===== src/rtl/ppe_pkg.sv =====
package ppe_pkg;
   // Encoder prefix style choices
   localparam int unsigned PREFIX_CHAIN = 0;
   localparam int unsigned PREFIX_TREE  = 1;

   // True when v is a power of two and at least 2
   function automatic bit is_pow2(input int unsigned v);
      return (v >= 2) && ((v & (v - 1)) == 0);
   endfunction
endpackage


===== src/rtl/ppe_thermo_mask.sv =====
module ppe_thermo_mask #(
   parameter int unsigned N     = 32,
   parameter int unsigned PTR_W = $clog2(N)
) (
   input  logic [PTR_W-1:0] ptr,
   output logic [N-1:0]     upper_mask
);
   // Bit k is set when k is at or above the pointer
   for (genvar k = 0; k < N; k++) begin : g_bit
      assign upper_mask[k] = (ptr <= PTR_W'(k));
   end
endmodule


===== src/rtl/ppe_fixed_pe.sv =====
module ppe_fixed_pe #(
   parameter int unsigned N        = 32,
   parameter int unsigned USE_TREE = 1
) (
   input  logic [N-1:0] req,
   output logic [N-1:0] grant,
   output logic         any
);
   localparam int unsigned LEVELS = $clog2(N);

   // seen[j]: some request exists strictly below index j
   logic [N-1:0] seen;

   if (USE_TREE != 0) begin : g_tree
      // Inclusive prefix OR, log-depth parallel-prefix network
      logic [N-1:0] pf [0:LEVELS];
      assign pf[0] = req;
      for (genvar s = 0; s < LEVELS; s++) begin : g_lvl
         localparam int unsigned DIST = 1 << s;
         for (genvar j = 0; j < N; j++) begin : g_node
            if (j >= DIST) begin : g_comb
               assign pf[s+1][j] = pf[s][j] | pf[s][j-DIST];
            end else begin : g_pass
               assign pf[s+1][j] = pf[s][j];
            end
         end
      end
      assign seen = {pf[LEVELS][N-2:0], 1'b0};
      assign any  = pf[LEVELS][N-1];
   end else begin : g_chain
      // Serial form: clear[j] = clear[j-1] & ~req[j-1]
      logic [N:0] clear;
      assign clear[0] = 1'b1;
      for (genvar j = 0; j < N; j++) begin : g_link
         assign clear[j+1] = clear[j] & ~req[j];
      end
      assign seen = ~clear[N-1:0];
      assign any  = ~clear[N];
   end

   assign grant = req & ~seen;
endmodule


===== src/rtl/ppe_arbiter.sv =====
module ppe_arbiter #(
   parameter int unsigned N        = 32,
   parameter int unsigned PTR_W    = $clog2(N),
   parameter int unsigned USE_TREE = ppe_pkg::PREFIX_TREE
) (
   input  logic [N-1:0]     req,
   input  logic [PTR_W-1:0] ptr,
   output logic [N-1:0]     grant,
   output logic             valid
);
   // Elaboration-time parameter checks
   if (!ppe_pkg::is_pow2(N)) begin : g_bad_n
      $error("ppe_arbiter: N must be a power of two >= 2");
   end
   if (PTR_W != $clog2(N)) begin : g_bad_w
      $error("ppe_arbiter: PTR_W must equal log2(N)");
   end
   if (USE_TREE > 1) begin : g_bad_v
      $error("ppe_arbiter: USE_TREE must be 0 or 1");
   end

   logic [N-1:0] upper_mask;
   logic [N-1:0] hi_req, lo_req;
   logic [N-1:0] hi_grant, lo_grant;
   logic         hi_any, lo_any;

   ppe_thermo_mask #(.N(N), .PTR_W(PTR_W)) u_mask (
      .ptr        (ptr),
      .upper_mask (upper_mask)
   );

   assign hi_req = req & upper_mask;
   assign lo_req = req & ~upper_mask;

   ppe_fixed_pe #(.N(N), .USE_TREE(USE_TREE)) u_pe_hi (
      .req   (hi_req),
      .grant (hi_grant),
      .any   (hi_any)
   );

   ppe_fixed_pe #(.N(N), .USE_TREE(USE_TREE)) u_pe_lo (
      .req   (lo_req),
      .grant (lo_grant),
      .any   (lo_any)
   );

   assign grant = hi_any ? hi_grant : lo_grant;
   assign valid = hi_any | lo_any;
endmodule


===== config.mk =====
export PLATFORM = sky130hd
export DESIGN_NAME = ppe_arbiter
export DESIGN_NICKNAME = d
export VERILOG_FILES = /design/src/rtl/ppe_pkg.sv /design/src/rtl/ppe_thermo_mask.sv /design/src/rtl/ppe_fixed_pe.sv /design/src/rtl/ppe_arbiter.sv
export SDC_FILE = /design/constraint.sdc
export NUM_CORES = 1
export LEC_CHECK = 0
export CAP_MARGIN = 5
export CORE_MARGIN = 2
export CORE_UTILIZATION = 49
export DETAILED_ROUTE_END_ITERATION = 16
export PLACE_DENSITY = 0.88
export SLEW_MARGIN = 20
export SYNTH_ARGS = -nofsm -noshare
export SYNTH_HDL_FRONTEND = slang
export SYNTH_SLANG_ARGS = --single-unit
export TNS_END_PERCENT = 1

===== constraint.sdc =====
create_clock -name vclk -period 4.4
set_input_delay 0.66 -clock vclk [all_inputs]
set_output_delay 0.66 -clock vclk [all_outputs]
set_load 0.02 [all_outputs]

* Word level (Yosys, flattened, before mapping) *
Cells that the tools add are included.

operators by class
  reductions and logical operators = 0
  equal/unequal tests = 0
  add/subtract/negate cells = 0
  bitwise operators = 266
  multipliers = 0
  muxes and demuxes = 1
  shift operators = 0
  div/mod/pow operators = 0
  $lt $le $gt $ge = 32

operators by type and width
  cell                                                                               number
  1-bit OR                                                                           259
  32-bit bitwise AND                                                                 4
  32-bit NOT                                                                         3
  5-bit less-or-equal comparator (second input constant)                             16
  5-bit by 4-bit less-or-equal comparator with 1-bit output (second input constant)  8
  32-bit two-way mux                                                                 1
  5-bit by 3-bit less-or-equal comparator with 1-bit output (second input constant)  4
  5-bit by 1-bit less-or-equal comparator with 1-bit output (second input constant)  2
  5-bit by 2-bit less-or-equal comparator with 1-bit output (second input constant)  2

storage, ports and cells
  memories = 0
  output and inout bits = 33
  ROM bits = 0
  register bits after elaboration = 0
  RAM bits = 0
  logic and storage cells = 299
  latch bits = 0
  input bits = 37

* Longest topological paths before layout *
  depth after elaboration = 11
  gate-level depth with buffers = 10
  depth with buffers taken out = 7

* Cells and area by module *
From an unflattened synthesis, not the netlist that was laid out.

second synthesis, totals
  cell total of the unflattened synthesis = 294
  area, all modules = 2153.3 sq um

by module, submodules not included
  module           cells an instance  sequential area each (sq um)  area each (sq um)  times used
  ppe_arbiter      101                0.0                           947.2              1
  ppe_fixed_pe     73                 0.0                           461.7              2
  ppe_thermo_mask  47                 0.0                           282.8              1

* Worst setup path before layout *
OpenSTA, ideal clock, no wires.

  path type = input to output
  start point = in ptr[4]
  end point = out grant[19]
  stages on the path = 8
  slack = 0.672 ns
  data required time = 3.740 ns
  buffers on the path = 1
  data arrival time = 3.068 ns
  path through = nor3_1 nand2_1 a221o_1 and4bb_2 and3_1 buf_2 nand2b_1 o41ai_1

on the way
  longest elaborated chain between the ends = 11
  elaborated cells on any way between the ends = 107
  those cells by class = order compare: 32; mux: 1; bitwise: 74

ends and longest elaborated chain
  what                                                    RTL line               source
  start, declared                                         ppe_arbiter.sv:7       input logic [PTR_W-1:0] ptr,
  5-bit less-or-equal comparator (tied with other cells)  ppe_thermo_mask.sv:10  assign upper_mask[k] = (ptr <= PTR_W'(k));
  32-bit NOT                                              ppe_arbiter.sv:33      assign lo_req = req & ~upper_mask;
  32-bit bitwise AND                                      ppe_arbiter.sv:33
  1-bit OR (5 in series)                                  ppe_fixed_pe.sv:22     assign pf[s+1][j] = pf[s][j] | pf[s][j-DIST];
  32-bit NOT                                              ppe_fixed_pe.sv:41     assign grant = req & ~seen;
  32-bit bitwise AND                                      ppe_fixed_pe.sv:41
  32-bit two-way mux *                                    ppe_arbiter.sv:47      assign grant = hi_any ? hi_grant : lo_grant;
  end, declared                                           ppe_arbiter.sv:8       output logic [N-1:0] grant,

Mark *: on every way between the ends. The rest lies on a longest branch, timed or not.

* Worst setup path after layout *
  start point = in ptr[4]
  end point = out grant[6]

on the way
  longest elaborated chain between the ends = 9
  elaborated cells on any way between the ends = 78
  those cells by class = order compare: 32; mux: 1; bitwise: 45

ends and longest elaborated chain
  what                                                                                                                                    RTL line
  5-bit by 3-bit less-or-equal comparator with 1-bit output or 5-bit by 2-bit less-or-equal comparator with 1-bit output (tied branches)  ppe_thermo_mask.sv:10
  32-bit NOT                                                                                                                              ppe_arbiter.sv:33
  32-bit bitwise AND                                                                                                                      ppe_arbiter.sv:33
  1-bit OR (3 in series)                                                                                                                  ppe_fixed_pe.sv:22
  32-bit NOT                                                                                                                              ppe_fixed_pe.sv:41
  32-bit bitwise AND                                                                                                                      ppe_fixed_pe.sv:41
  32-bit two-way mux *                                                                                                                    ppe_arbiter.sv:47

Marks and branches as above.

==> results.ini <==
[status]
status = finished with violations
violations = negative setup slack

[detailed_routing]
vias = 3005
dr.pass1.iters = 6
wirelength_mm = 7.87
drc = 0
postRouteAntennaNets = 0
viasPerCell = 6.63
wire_per_inst_um = 17.4
drt_first_iter_violations = 357

[floorplan]
start_util = 0.504
dieArea_sq_um = 3890
die_w_um = 62.3
die_h_um = 62.3
rows = 21
coreArea_sq_um = 3310
ios = 70

[sta]
worst_slack_ps = -36.5
hold_violations = 0
max_slew_margin = 0.659
finalMaxSlewViolations = 0
setup_tns_ps = -47.7
period_needed_ps = 4440
fmaxAchievable_mhz = 225
finalCritPeriodShare = 1.01
tightestPinTransition_ps = 507
rsz0062_at_grt = true
setup_viol = 2

[synth]
synth_most_common_cell = nand2_1
synth_top_area_cell = nand2_1
synth_warnings = 0
syn_area_per_cell_sq_um = 5.98
yosys-top-cells-count = nand2_1, o21ai_0, a21oi_1
ys_types = 59
yosys-top-cells-area = nand2_1, o21ai_0, a21oi_1, nand4_1, nand3_1
syn-num-nets = 316
synth_area_sq_um = 1670
synth_top_area_frac = 0.0878
synthCells = 279
yosysSeqAreaShare = 0

[layout]
nFillCells = 195
nets = 446
num_antenna_cells = 0
postLayoutCellArea_sq_um = 2880
layout-drive-gt1-share = 0.226
syn_to_final_growth_pct = 72.7
seqCellArea_sq_um = 0
n_sequential_cell = 0
multiInputGateArea_sq_um = 1540
final_util = 0.870
fin_cells = 453
nClkBuffers = 0

[place]
dp_hpwl_mm = 6.23
placedInstanceArea_sq_um = 2900
portBuffers = 70
gp_congestion = 1.13
dp.cells = 453

[grt]
track_usage = 0.381
antenna_found_initial = 0
grt_pass1_vias = 2822
grt_pass1_wl_mm = 12.5
grt_max_degree = 16
globalRouteOverflowTotal = 0

[power]
cellPowerDensity_nw_per_um2 = 86.9
total_power_uw = 250
irDropWorstVdd_v = 0.0000606
power.static_leakage_nw = 1.26

[critical_path]
startpoint_type = input port
worstPathMaxFanout = 15
crit_type = in -> out
cp.required_ps = 3740
cp_slowest_cell = clkdlybuf4s50_1
worstPathCellList = clkdlybuf4s50_1 > buf_4 > nand3_1 > o211ai_1 > o2111a_1 > and3_1 > nand4_4 > buf_4 > o32ai_1 > and2_1 > clkdlybuf4s50_1
arrival_ps = 3780
critPathMaxStageDelay_ps = 600
cp-end-kind = output port

[clocking]
post_cts_buffers = 0
postCtsHoldBufs = 0

[flow_run]
max-cap-violations = 0

[worst_hold_path]
min_path_type = in -> out

==> power breakdown <==
part / switching, mW / internal (mW)
sequential: 0 / 0
combinational: 0.131 / 0.119
clock: 0 / 0
total: 0.131 / 0.119
==> final cells by class <==
class	instances	area share
Multi-Input combinational cell	250	0.536
Tap cell	46	0.0200
Inverter	13	0.0169
Timing Repair Buffer	144	0.427
==> worst paths after layout <==
check,endpoint,startpoint,cells past startpoint,slack (ps)
worst max-delay path,grant[6],ptr[4],11,-40
worst min-delay path,grant[26],req[26],4,2150
==> cell usage in the layout (no fill, tap or decap), types with 2 or more instances in the layout <==
| cell type | netlist | routed |
|---|---|---|
| a21oi_2 | 0 | 2 |
| o21ai_0 | 28 | 27 |
| o211ai_1 | 3 | 3 |
| and3_1 | 5 | 4 |
| nand4_1 | 12 | 12 |
| nor3_1 | 5 | 5 |
| o31ai_1 | 4 | 4 |
| nor2b_1 | 8 | 8 |
| nand2_1 | 39 | 39 |
| o41ai_1 | 2 | 2 |
| o32ai_1 | 8 | 8 |
| o41ai_2 | 2 | 2 |
| o2bb2ai_1 | 2 | 2 |
| nor2_1 | 16 | 16 |
| dlymetal6s2s_1 | 0 | 2 |
| a21oi_1 | 21 | 19 |
| clkdlybuf4s50_1 | 0 | 44 |
| o21a_1 | 4 | 4 |
| nand2b_1 | 8 | 8 |
| nand3_1 | 14 | 14 |
| or3_1 | 2 | 2 |
| and2_1 | 6 | 6 |
| or2_2 | 4 | 4 |
| o22ai_1 | 7 | 7 |
| a32o_1 | 2 | 2 |
| nand4b_1 | 4 | 4 |
| a211o_1 | 4 | 4 |
| or4_1 | 2 | 2 |
| a21boi_0 | 3 | 3 |
| buf_4 | 2 | 74 |
| a31oi_1 | 5 | 5 |
| inv_1 | 13 | 13 |
| nand3b_1 | 3 | 3 |
| dlygate4sd2_1 | 0 | 23 |
==> kinds of logic after synthesis <==
group / after synthesis / share of synthesized area
AO/OA/AOI/OAI: 111 / 0.456
AND/OR/NAND/NOR: 139 / 0.463
buffers and inverters: 29 / 0.0810
==> routing by layer <==
metal / GRT usage / vias to the layer above / part of all wire
met3: 0.0525 / 89 / 0.10
met2: 0.671 / 254 / 0.46
met1: 0.434 / 1312 / 0.37
li1: - / 1350 / -
met5: 0 / - / 0
met4: 0.233 / 0 / 0.070
==> metrics by stage <==
stage               hold slack (ps)  setup slack [ps]
floorplan                      1430               672
global placement               2410              -141
detailed placement             2410              -190
CTS                            2200              15.8
global route                   2180             -95.9
finish                         2150             -36.5
==> worst max-delay path, delay by kind of cell <==
family	cells	cell delay, ps
AO/OA/AOI/OAI	3	780
buffers and inverters	4	1680
AND/OR/NAND/NOR	4	670
==> repair_timing <==
| action | CTS | global route |
|---|---|---|
| gates resized for setup | 27 | 6 |
| cloned | 0 | 0 |
| pin swaps | 0 | 0 |
| setup endpoints to repair | 26 | 20 |
No activity file was read; power rests on OpenSTA's default activity.
